[config.mk]
export PLATFORM = sky130hd
export DESIGN_NAME = fmem_init_seq
export DESIGN_NICKNAME = d
export VERILOG_FILES = /design/src/rtl/fmem_init_pkg.sv /design/src/rtl/fmem_sync.sv /design/src/rtl/fmem_settle_timer.sv /design/src/rtl/fmem_side_seq.sv /design/src/rtl/fmem_init_seq.sv
export SDC_FILE = /design/constraint.sdc
export NUM_CORES = 1
export LEC_CHECK = 0
export ABC_AREA = 0
export CAP_MARGIN = 5
export CORE_MARGIN = 3
export CORE_UTILIZATION = 60
export DETAILED_ROUTE_END_ITERATION = 6
export PLACE_DENSITY = 0.77
export SLEW_MARGIN = 10
export SYNTH_ARGS = -nofsm -noshare
export SYNTH_HDL_FRONTEND = slang
export SYNTH_SLANG_ARGS = --single-unit
export TNS_END_PERCENT = 10
[constraint.sdc]
create_clock -name clk -period 2.7 [get_ports clk]
set_input_delay 0.81 -clock clk [delete_from_list [all_inputs] [get_ports clk]]
set_output_delay 0.81 -clock clk [all_outputs]
set_load 0.01 [all_outputs]
[src/rtl/fmem_init_pkg.sv]
package fmem_init_pkg;

    typedef enum logic [1:0] {
        SQ_WAIT,
        SQ_SETTLE,
        SQ_RUN,
        SQ_READY
    } sq_state_e;

    typedef enum logic [2:0] {
        PH_IDLE,
        PH_RST1,
        PH_DUMMY,
        PH_RST2,
        PH_DONE
    } side_phase_e;

    typedef struct packed {
        logic sclk;
        logic srst;
    } serial_ctl_t;

    localparam int SIDE_W    = 0;
    localparam int SIDE_R    = 1;
    localparam int NUM_SIDES = 2;

    // Settling cycles, rounded up: ceil(hz * us / 1e6)
    function automatic int settle_cycles(longint hz, longint us);
        longint prod;
        prod = hz * us;
        return int'((prod + 64'd999_999) / 64'd1_000_000);
    endfunction

    function automatic int cnt_width(int n);
        return (n < 2) ? 1 : $clog2(n + 1);
    endfunction

endpackage

[src/rtl/fmem_sync.sv]
module fmem_sync #(
    parameter int STAGES = 2
) (
    input  logic clk,
    input  logic rst,
    input  logic din,
    output logic dout
);
    logic [STAGES-1:0] shreg;

    always_ff @(posedge clk) begin
        if (rst) begin
            shreg <= '0;
        end else begin
            shreg <= {shreg[STAGES-2:0], din};
        end
    end

    assign dout = shreg[STAGES-1];
endmodule

[src/rtl/fmem_settle_timer.sv]
module fmem_settle_timer #(
    parameter int CYCLES = 100
) (
    input  logic clk,
    input  logic rst,
    input  logic run,
    output logic done
);
    import fmem_init_pkg::*;

    localparam int CW = cnt_width(CYCLES);

    logic [CW-1:0] cnt;

    assign done = run && (cnt == CW'(CYCLES - 1));

    always_ff @(posedge clk) begin
        if (rst || !run) begin
            cnt <= '0;
        end else if (!done) begin
            cnt <= cnt + 1'b1;
        end
    end
endmodule

[src/rtl/fmem_side_seq.sv]
module fmem_side_seq #(
    parameter int DUMMY = 80
) (
    input  logic                       clk,
    input  logic                       rst,
    input  logic                       abort,
    input  logic                       start,
    input  logic                       recover,
    output fmem_init_pkg::serial_ctl_t ctl,
    output logic                       done
);
    import fmem_init_pkg::*;

    localparam int CW = cnt_width(DUMMY);

    side_phase_e   phase;
    logic          half;      // 0: clock-high phase, 1: clock-low phase
    logic [CW-1:0] cnt;
    logic          active;

    assign active = (phase == PH_RST1) || (phase == PH_DUMMY) || (phase == PH_RST2);

    always_ff @(posedge clk) begin
        if (rst || abort) begin
            phase <= PH_IDLE;
            half  <= 1'b0;
            cnt   <= '0;
        end else begin
            case (phase)
                PH_IDLE: begin
                    if (start) begin
                        phase <= recover ? PH_RST1 : PH_DUMMY;
                        half  <= 1'b0;
                        cnt   <= '0;
                    end
                end
                PH_RST1, PH_DUMMY, PH_RST2: begin
                    half <= ~half;
                    if (half) begin
                        case (phase)
                            PH_RST1:  phase <= PH_DUMMY;
                            PH_DUMMY: begin
                                if (cnt == CW'(DUMMY - 1)) begin
                                    phase <= PH_RST2;
                                end else begin
                                    cnt <= cnt + 1'b1;
                                end
                            end
                            default:  phase <= PH_DONE;
                        endcase
                    end
                end
                default: ;
            endcase
        end
    end

    always_comb begin
        ctl.sclk = active && !half;
        ctl.srst = (phase == PH_RST1) || (phase == PH_RST2);
    end

    assign done = (phase == PH_DONE);
endmodule

[src/rtl/fmem_init_seq.sv]
module fmem_init_seq #(
    parameter longint CLK_HZ      = 125_000_000,
    parameter longint SETTLE_US   = 100,
    parameter int     W_DUMMY     = 80,
    parameter int     R_DUMMY     = 80,
    parameter int     SYNC_STAGES = 2
) (
    input  logic clk,
    input  logic rst,
    input  logic supply_ok,
    input  logic recover_mode,
    input  logic dp_wclk,
    input  logic dp_wrst,
    input  logic dp_rclk,
    input  logic dp_rrst,
    output logic mem_wclk,
    output logic mem_wrst,
    output logic mem_rclk,
    output logic mem_rrst,
    output logic ready
);
    import fmem_init_pkg::*;

    localparam int SETTLE_CYC = settle_cycles(CLK_HZ, SETTLE_US);

    sq_state_e             state, state_nx;
    logic                  supply_s;
    logic                  settle_done;
    logic                  seq_start;
    logic [NUM_SIDES-1:0]  side_done;
    serial_ctl_t           seq_ctl [NUM_SIDES];
    serial_ctl_t           dp_ctl  [NUM_SIDES];
    serial_ctl_t           out_ctl [NUM_SIDES];

    fmem_sync #(.STAGES(SYNC_STAGES)) u_sync (
        .clk  (clk),
        .rst  (rst),
        .din  (supply_ok),
        .dout (supply_s)
    );

    fmem_settle_timer #(.CYCLES(SETTLE_CYC)) u_timer (
        .clk  (clk),
        .rst  (rst),
        .run  (state == SQ_SETTLE),
        .done (settle_done)
    );

    assign seq_start = (state == SQ_SETTLE) && settle_done;

    always_comb begin
        state_nx = state;
        if (!supply_s) begin
            state_nx = SQ_WAIT;
        end else begin
            case (state)
                SQ_WAIT:   state_nx = SQ_SETTLE;
                SQ_SETTLE: if (settle_done) state_nx = SQ_RUN;
                SQ_RUN:    if (&side_done) state_nx = SQ_READY;
                default:   state_nx = SQ_READY;
            endcase
        end
    end

    always_ff @(posedge clk) begin
        if (rst) begin
            state <= SQ_WAIT;
        end else begin
            state <= state_nx;
        end
    end

    assign ready = (state == SQ_READY);

    assign dp_ctl[SIDE_W] = '{sclk: dp_wclk, srst: dp_wrst};
    assign dp_ctl[SIDE_R] = '{sclk: dp_rclk, srst: dp_rrst};

    for (genvar s = 0; s < NUM_SIDES; s++) begin : g_side
        localparam int DCNT = (s == SIDE_W) ? W_DUMMY : R_DUMMY;

        fmem_side_seq #(.DUMMY(DCNT)) u_side (
            .clk     (clk),
            .rst     (rst),
            .abort   (!supply_s),
            .start   (seq_start),
            .recover (recover_mode),
            .ctl     (seq_ctl[s]),
            .done    (side_done[s])
        );

        assign out_ctl[s] = ready ? dp_ctl[s] : seq_ctl[s];
    end

    assign mem_wclk = out_ctl[SIDE_W].sclk;
    assign mem_wrst = out_ctl[SIDE_W].srst;
    assign mem_rclk = out_ctl[SIDE_R].sclk;
    assign mem_rrst = out_ctl[SIDE_R].srst;
endmodule

======== Word level (Yosys, flattened, before mapping) ========
Index checks and enable logic that the tools add are counted.
storage, ports and cells
  register bits after elaboration ......... 40
  input port bits ......................... 8
  logic and storage cells ................. 100
cells by class
  add/subtract/negate cells ............... 3
  equality and inequality tests ........... 26
  multiplexer cells ....................... 27
  bitwise gates (word level) .............. 3
  reduce and logical (&&, ||, !) cells .... 32
operator list
  operator                                             count
  2-to-1 mux 7 bit                                     7
  one-hot mux 7 bit (2 select lines)                   2
  one-hot mux 3 bit (2 select lines)                   4
  2-to-1 mux 3 bit                                     5
  adder 14 x 1 -> 14 bit, second input constant        1
  adder 7 x 1 -> 7 bit, second input constant          2
  equality test 14 bit, second input constant          1
  equality test 7 bit, second input constant           2
  equality test 3 x 2 -> 1 bit, second input constant  4
  2-to-1 mux 2 bit                                     5
  != test 2 x 1 -> 1 bit, second input constant        5
  != test 2 bit, second input constant                 5
  AND reduction 5 bit                                  2
  logical OR 1 bit                                     8
  AND reduction 2 bit                                  4
  AND reduction 4 bit                                  2
  equality test 3 x 1 -> 1 bit, second input constant  2
  equality test 3 bit, second input constant           2
  zero test 3 bit                                      2
  != test 3 bit, second input constant                 2
  one-hot mux 2 bit (3 select lines)                   1
  OR reduction 3 bit                                   2
  equality test 2 bit, second input constant           2
  logical AND 1 bit                                    4
  other kinds (8)                                      15

======== Logic depth before layout (Yosys ltp) ========
Gate-level depths: netlist of run 1.
  depth in word-level cells ............... 5
  mapped depth ............................ 7
  depth with buffers taken out ............ 5

======== Cells and area by module ========
A second synthesis of run 1 with hierarchy kept.
unflattened totals
  cells, all modules ...................... 265
  area, all modules ....................... 2217.1 µm²
by module, submodules not included
  module             times used  cells each  area each (µm²)
  fmem_side_seq      2           82          658.1
  fmem_settle_timer  1           80          705.7
  fmem_init_seq      1           17          142.6
  fmem_sync          1           4           52.6

======== Worst setup path before layout of run 1 ========
Ideal clock, no wire load.
  path kind ............................... register to output
  from .................................... register g_side[0].u_side.phase[0]
  to ...................................... output mem_wclk
  arrival time ............................ 1243 ps
  data required time ...................... 1890 ps
  path slack .............................. 647 ps
  stages on the path, launching flop included .. 5
  path buffers ............................ 1
  cells stage by stage .................... dfxtp_1 clkbuf_1 nor2_1 or3_1 o21ai_0
on the way
  cells in the longest elaborated chain, start to end .. 5
  elaborated cells between the ends (all ways) .. 7
  classes of those cells .................. eq/ne: 3; mux: 1; reduce/logical: 3
RTL lines
  element                                                                       line                 source
  from (decl)                                                                   fmem_side_seq.sv:16  side_phase_e phase;
  from (signal assigned)                                                        fmem_side_seq.sv:32  phase <= recover ? PH_RST1 : PH_DUMMY;
  equality test 3 x 1 -> 1 bit or equality test 3 x 2 -> 1 bit (tied branches)  fmem_side_seq.sv:21  assign active = (phase == PH_RST1) || (phase == PH_DUMMY) || (phase == PH_RST2);
  logical OR 1 bit                                                              fmem_side_seq.sv:21
  logical OR 1 bit (*)                                                          fmem_side_seq.sv:21
  logical AND 1 bit (*)                                                         fmem_side_seq.sv:59  ctl.sclk = active && !half;
  2-to-1 mux 2 bit (*)                                                          fmem_init_seq.sv:91  assign out_ctl[s] = ready ? dp_ctl[s] : seq_ctl[s];
  to (decl)                                                                     fmem_init_seq.sv:16  output logic mem_wclk,
Every way passes the cells marked *; elsewhere a longest branch is shown, timed or not.

======== Final worst setup path of run 1 ========
  from .................................... input dp_rrst
  to ...................................... output mem_rrst
on the way
  cells in the longest elaborated chain, start to end .. 1
RTL lines
  element           line                 source
  from (decl)       fmem_init_seq.sv:15  input logic dp_rrst,
  2-to-1 mux 2 bit  fmem_init_seq.sv:91
  to (decl)         fmem_init_seq.sv:19  output logic mem_rrst,
Every way passes these cells.

==> metrics.yaml, run 1 <==
synth:
  synthCells: 245
  synth-async-reset-ratio: 0
  synth_seq_area_share: 0.3727
  avgSynthCellArea_um2: 8.769
  syn_area_mm2: 0.002148
  synth_cell_types: 54
  synth_edf_count: 0
  syn-num-nets: 256
  synth_top_flop_cell: "dfxtp_1"
  ys_seq_elements: 40
  synth_warnings: 0
cts:
  post_cts.repair.setup_buffers: 0
  clk_path_buf_depth: 2
  clkLatencyLatePin_ns: 0.36
  clk_pin_slew_ns: 0.13
  cts_tree: "built"
  cts_sinks: 40
  cts_buffers: 5
  holdBufCountCts: 0
  cts_root_buffer: "clkbuf_4"
  htreeDepth: 2
place:
  gp_congestion: 0.8121
  place_ws_ns: -0.1278
  io_buffers: 12
  placed_cell_area_mm2: 0.002311
  dp_hpwl_mm: 3.383
floorplanning:
  core_mm2: 0.003390
  initial_core_util: 0.6338
  num_io_pins: 13
  die_area_mm2: 0.004334
  die_y_um: 65.84
  die_w_um: 65.84
  rows: 21
critical_path:
  r2r-end: "g_side[1].u_side.cnt[3]$_SDFFE_PP0P_"
  crit_chain: "clkdlybuf4s50_1 > nand2_1 > o31ai_1 > dlygate4sd2_1"
  crit_type: "in2out"
  reg2reg_from: "u_timer.cnt[0]$_SDFFE_PP0N_"
  reg2reg_slack_ns: 0.59
  slowest_stage: "clkdlybuf4s50_1"
  cp_top_family: "buffers and inverters"
  crit_arrival_ns: 1.72
  end_kind: "primary output"
  crit_required_ns: 1.89
  cp.depth: 4
  cp-start-kind: "input pin"
  max_stage_delay_ns: 0.45
  cp_num_buf_inv: 2
  rr_worst_depth: 5
  crit_fanout: 1
route:
  drc_errors: 0
  vias_per_cell: 6.445
  routed_wl_mm: 4.813
  dr_total_vias: 1940
  routedWlPerCell_um: 15.99
  ant_nets: 0
  first_iter_violations: 163
  dr.pass1.iters: 4
power:
  ir_drop_v: 0.0002875
  p_leak_nw: 0.8551
  p_per_area_mw_per_mm2: 428.6
  finalPower_mw: 1.024
global_route:
  top_usage_layer: "met2"
  grt_max_degree: 18
  gr-usage-met1: 0.3004
  grtUsageTotal: 0.2372
  grt_pass1_vias: 1748
  grt-ovfl-total: 0
  grtUsageMet2: 0.3842
  grt_pass1_wl_mm: 8.004
  grt_use_met3: 0.04422
  antenna_found_initial: 0
final_layout:
  final_util: 0.7051
  layout.nets: 265
  drive_above_1_share: 0.1020
  syn_to_final_growth_pct: 11.24
  design_area_mm2: 0.002390
  antennaDiodeCount: 0
hold_path:
  whs_path_depth: 1
  hold_path_end: "u_sync.shreg[1]$_SDFF_PP0_"
  hold_path_class: "reg2reg"
  min_from: "u_sync.shreg[0]$_SDFF_PP0_"
timing:
  setup_viol: 0
  slew-limit-headroom: 0.5850
  final.setup.worst_slack_ns: 0.1652
  clock_skew_ns: 0.01128
  finalMaxSlewViolations: 0
  tightest_slew_ns: 0.6188
  rsz0062_at_grt: "false"
  period_share: 0.9388
  setup_tns_ns: 0
  hold_violations: 0
  fmax_mhz: 394.5
  finalCriticalPeriod_ns: 2.535
status:
  status: "completed"
run:
  max_cap_viol_count: 0
## cell type report
class	count	area, um2
inverter	3	11.26
multi-input combinational	185	1269
timing repair buffer	19	167.7
tap	46	57.56
clock buffer	5	37.54
fill	275	999.7
sequential	40	804.5
clock inverter	3	42.54
## cells by family after synthesis
family          Yosys count  share of synthesized area
compound gates           47                     0.1695
xor+xnor                 14                    0.05708
fa+ha+maj                 3                    0.01747
buf+inv                  20                    0.03669
flops                    40                     0.3727
mux                       2                   0.009901
simple gates            119                     0.3366
## stage by stage
step / hold slack [ns] / instances
global placement: 0.4372 / 293
detailed placement: 0.4327 / 293
CTS: 0.4584 / 301
global route: 0.4632 / 301
finish: 0.4559 / 301
floorplan: 0.4138 / 245
## registers in the layout (all words and copies together) (netlist names)
name,flops
g_side.u_side.cnt,14
g_side.u_side.half,2
g_side.u_side.phase,6
state,2
u_sync.shreg,2
u_timer.cnt,14
## cells in the mapped netlist, drive strengths merged, types with 2 or more instances
master / number / share of area
dfxtp: 40 / 0.37
nor2: 22 / 0.038
nand2: 18 / 0.031
nand3: 16 / 0.037
clkbuf: 14 / 0.024
xor2: 13 / 0.053
and3: 9 / 0.029
nand4: 8 / 0.030
o2111ai: 8 / 0.033
a21oi: 6 / 0.014
nand3b: 5 / 0.017
nor2b: 5 / 0.015
a31oi: 4 / 0.012
and2: 4 / 0.012
nor3: 4 / 0.0093
nor4: 4 / 0.026
a211oi: 3 / 0.010
a221o: 3 / 0.014
a32oi: 3 / 0.012
buf: 3 / 0.0070
ha: 3 / 0.017
inv: 3 / 0.0052
nand2b: 3 / 0.0087
nor3b: 3 / 0.013
o21ai: 3 / 0.0070
o31ai: 3 / 0.010
or4: 3 / 0.010
a211o: 2 / 0.0082
a311oi: 2 / 0.0082
and4: 2 / 0.0082
and4b: 2 / 0.0093
nand4bb: 2 / 0.010
nor4b: 2 / 0.0082
o211ai: 2 / 0.0070
o21bai: 2 / 0.0070
or2: 2 / 0.0058
or3: 2 / 0.0058
## layer usage
layer | share of wire | routed length (um)
met5 | 0 | 0
met4 | 0.014 | 65
met3 | 0.052 | 248
met2 | 0.50 | 2424
met1 | 0.43 | 2074
## where the power goes
group	switching (mW)	internal [mW]
clock	0.213	0.193
sequential	0.00109	0.592
combinational	0.0108	0.0139
total	0.225	0.799
## timing repair
| item | CTS | global route |
|---|---|---|
| hold endpoints to repair | 0 | 0 |
| resized for setup | 7 | 0 |
| endpoints found under the setup margin | 4 | 0 |
## cell usage in the layout (no fill, tap or decap), drive strengths merged, types with 4 or more instances in the layout
cell type	synthesis	layout
nand3	16	16
nor2	22	22
dfxtp	40	40
clkbuf	14	5
nand3b	5	5
clkdlybuf4s50	0	8
a21oi	6	6
a31oi	4	4
nand2	18	18
xor2	13	13
buf	3	7
nor2b	5	5
nor4	4	4
nand4	8	8
nor3	4	4
o2111ai	8	8
dlygate4sd2	0	4
and2	4	4
and3	9	9
## how the worst max path moves through the flow
stage                                                 startpoint  endpoint  slack (ns)
after detailed placement                                 dp_rrst  mem_rrst       -0.13
after global placement                                   dp_rrst  mem_rrst       -0.05
after global routing                       state[0]$_SDFFE_PP0P_     ready         0.1
after floorplan           g_side[0].u_side.phase[0]$_SDFFE_PP0P_  mem_wclk        0.65
final                                                    dp_rrst  mem_rrst        0.17
after CTS                                                dp_rrst  mem_rrst        0.16
No activity file was read; power rests on OpenSTA's default activity.
==> run 2: changes to the inputs <==
--- a/config.mk
+++ b/config.mk
@@ -8,9 +8,9 @@
 export ABC_AREA = 0
 export CAP_MARGIN = 5
 export CORE_MARGIN = 3
-export CORE_UTILIZATION = 60
+export CORE_UTILIZATION = 59
 export DETAILED_ROUTE_END_ITERATION = 6
-export PLACE_DENSITY = 0.77
+export PLACE_DENSITY = 0.76
 export SLEW_MARGIN = 10
 export SYNTH_ARGS = -nofsm -noshare
 export SYNTH_HDL_FRONTEND = slang
==> constraint.sdc (replaced) <==
create_clock -name clk -period 2.5 [get_ports clk]
set_input_delay 0.75 -clock clk [delete_from_list [all_inputs] [get_ports clk]]
set_output_delay 0.75 -clock clk [all_outputs]
set_load 0.01 [all_outputs]
==> run 2 against run 1 <==
  * Cell count up 2.3%
  * Sequential power rose by 8.1%
  * Clock-buffer cell count up 3
  * Register-to-register slack improved by 0.03 ns
  * Utilization grew 0.30 points
  * Hold slack better by 0.012 ns
  * Die area is 1.5% higher
  * Critical path type is now reg2out
  * Worst setup slack got worse by 0.056 ns
  * Clock power decreased by 16%
  * Critical path depth did not move
  * Combinational power rose by 12%
  * Sequential cell count unchanged
==> metrics.yaml, run 2 (synthesis gave the netlist of run 1 again) <==
status:
  status: "completed"
cts:
  cts_sinks: 40  # unchanged
  htreeDepth: 2  # unchanged
  clk_pin_slew_ns: 0.12  # about the same
  clk_path_buf_depth: 2  # unchanged
  cts_buffers: 5  # unchanged
  cts_root_buffer: "clkbuf_4"
  cts_tree: "built"
  holdBufCountCts: 0  # unchanged
  clkLatencyLatePin_ns: 0.35  # about the same
final_layout:
  antennaDiodeCount: 0  # unchanged
  reg_top3: "g_side.u_side.cnt (14), u_timer.cnt (14), g_side.u_side.phase (6)"
  layout_common_cells: "dfxtp_1 (40), nor2_1 (22), nand2_1 (18), nand3_1 (16), buf_4 (14)"
  finalNonFillerCells: 308  # +2.3%
  drive_above_1_share: 0.1107  # +0.008726
  final_common_cell: "dfxtp_1"
  final_util: 0.7081  # +0.003002
  syn_to_final_growth_pct: 12.58
  layout.nets: 272  # +2.6%
timing:
  fmax_mhz: 418.3
  final.setup.worst_slack_ns: 0.1094  # -0.05582 ns
  rsz0062_at_grt: "false"
  finalCriticalPeriod_ns: 2.391
  hold_violations: 0  # unchanged
  clock_skew_ns: 0.01208  # +0.0008041 ns
  tightest_slew_ns: 0.6362  # +0.01735 ns
  slew-limit-headroom: 0.5733  # -0.01164
  setup_viol: 0  # unchanged
  finalMaxSlewViolations: 0  # unchanged
  period_share: 0.9562
  holdWs_ns: 0.4677  # +0.01181 ns
global_route:
  grt_max_degree: 15  # -3
  antenna_found_initial: 0  # unchanged
  grt-ovfl-total: 0  # unchanged
  grtUsageTotal: 0.2343  # -0.002881
  grt_pass1_vias: 1785  # +2.1%
  grt_pass1_wl_mm: 7.976  # -0.35%
critical_path:
  cp-start-kind: "flop"
  crit_chain: "o21bai_1 > or2_2 > o21ai_0 > dlygate4sd2_1"
  reg2reg_slack_ns: 0.62  # +0.03 ns
  slowest_stage: "dfxtp_1"
  end_kind: "primary output"
  crit_type: "reg2out"
  max_stage_delay_ns: 0.33  # -0.12 ns
  crit_fanout: 3  # +2
  crit_arrival_ns: 1.64  # -0.08 ns
  crit_required_ns: 1.75  # -0.14 ns
run:
  max_cap_viol_count: 0  # unchanged
floorplanning:
  rows: 21  # unchanged
  initial_core_util: 0.6289  # -0.004875
  num_io_pins: 13  # unchanged
  core_mm2: 0.003416  # +0.78%
  die_area_mm2: 0.004401  # +1.5%
  die_y_um: 66.34  # +0.77%
  die_w_um: 66.34  # +0.77%
route:
  dr.pass1.iters: 5  # +1
  routed_wl_mm: 4.655  # -3.3%
  first_iter_violations: 259  # +59%
  routedWlPerCell_um: 15.11  # -5.5%
  drc_errors: 0  # unchanged
  ant_nets: 0  # unchanged
  vias_per_cell: 6.286  # -2.5%
  dr_total_vias: 1936  # -0.21%
place:
  dp_hpwl_mm: 3.409  # +0.78%
  dp.cells: 300  # +2.4%
  gp_congestion: 0.8035  # -1.1%
  io_buffers: 12  # unchanged
  place_ws_ns: -0.1551  # -0.02727 ns
power:
  p_leak_nw: 0.8819  # +3.1%
  p_per_area_mw_per_mm2: 418.2  # -2.4%
  ir_drop_v: 0.0003010  # +4.7%
hold_path:
  hold_path_class: "reg2reg"
-- run 2: cell count changes in the layout (fill, tap and decap cells not counted), moves of 2 or more --
cell / before / now
dfxtp_1: 37 / 40
dfxtp_2: 3 / 0
buf_4: 7 / 14
clkbuf_1: 0 / 2
-- run 2: cell type report --
cell class / count / area, um2
multi-input cells: 185 / 1270
fillers: 270 / 997.2
flip-flops and latches: 40 / 800.8
repair buffers: 26 / 220.2
clock buffers: 8 / 58.81
well taps: 46 / 57.56
inverters: 3 / 11.26
-- run 2: repair_timing --
| item | in CTS | in global routing |
|---|---|---|
| buffers inserted | 0 | 0 |
| gates resized for setup | 4 | 1 |
| endpoints found under the setup margin | 4 | 1 |
| pin swaps | 0 | 0 |
-- run 2: final timing paths --
check,start,endpoint,cells past startpoint
max reg2reg,g_side[0].u_side.cnt[0]$_SDFFE_PP0P_,g_side[0].u_side.cnt[3]$_SDFFE_PP0P_,5
min reg2reg,u_sync.shreg[0]$_SDFF_PP0_,u_sync.shreg[1]$_SDFF_PP0_,1
max,g_side[1].u_side.phase[2]$_SDFFE_PP0P_,mem_rclk,4
min,u_sync.shreg[0]$_SDFF_PP0_,u_sync.shreg[1]$_SDFF_PP0_,1
-- run 2: per-layer routing --
metal,GRT usage,part of all wire
met5,0,0
met2,0.3941,0.49
met3,0.05272,0.053
met4,0.08629,0.016
met1,0.2897,0.44
-- run 2: report_power, final --
group | internal [mW] | switching [mW]
Combinational | 0.0160 | 0.0116
Sequential | 0.639 | 0.00134
Clock | 0.139 | 0.204
Total | 0.794 | 0.217
-- run 2: worst max-delay path, delay by kind of cell (launching register included) --
kind,cells,cell delay [ns]
buf+inv,1,0.29
flops,1,0.33
simple gates,1,0.31
compound gates,2,0.36
-- run 2: per-stage QoR --
stage               area (um2)  TNS (ns)  power (mW)
detailed placement        2364   -0.5542      0.6822
floorplan                 2148         0      0.6635
global route              2419         0       1.048
finish                    2419         0       1.012
CTS                       2417         0       1.021
global placement          2364   -0.4835      0.6815
==> run 3: changes to the inputs <==
--- a/config.mk
+++ b/config.mk
@@ -6,6 +6,7 @@
 export NUM_CORES = 1
 export LEC_CHECK = 0
 export ABC_AREA = 0
+export ABC_CLOCK_PERIOD_IN_PS = 2500
 export CAP_MARGIN = 5
 export CORE_MARGIN = 3
 export CORE_UTILIZATION = 59
==> results of run 3 <==
Final layout, timing and power as in run 2 (identical DEF).
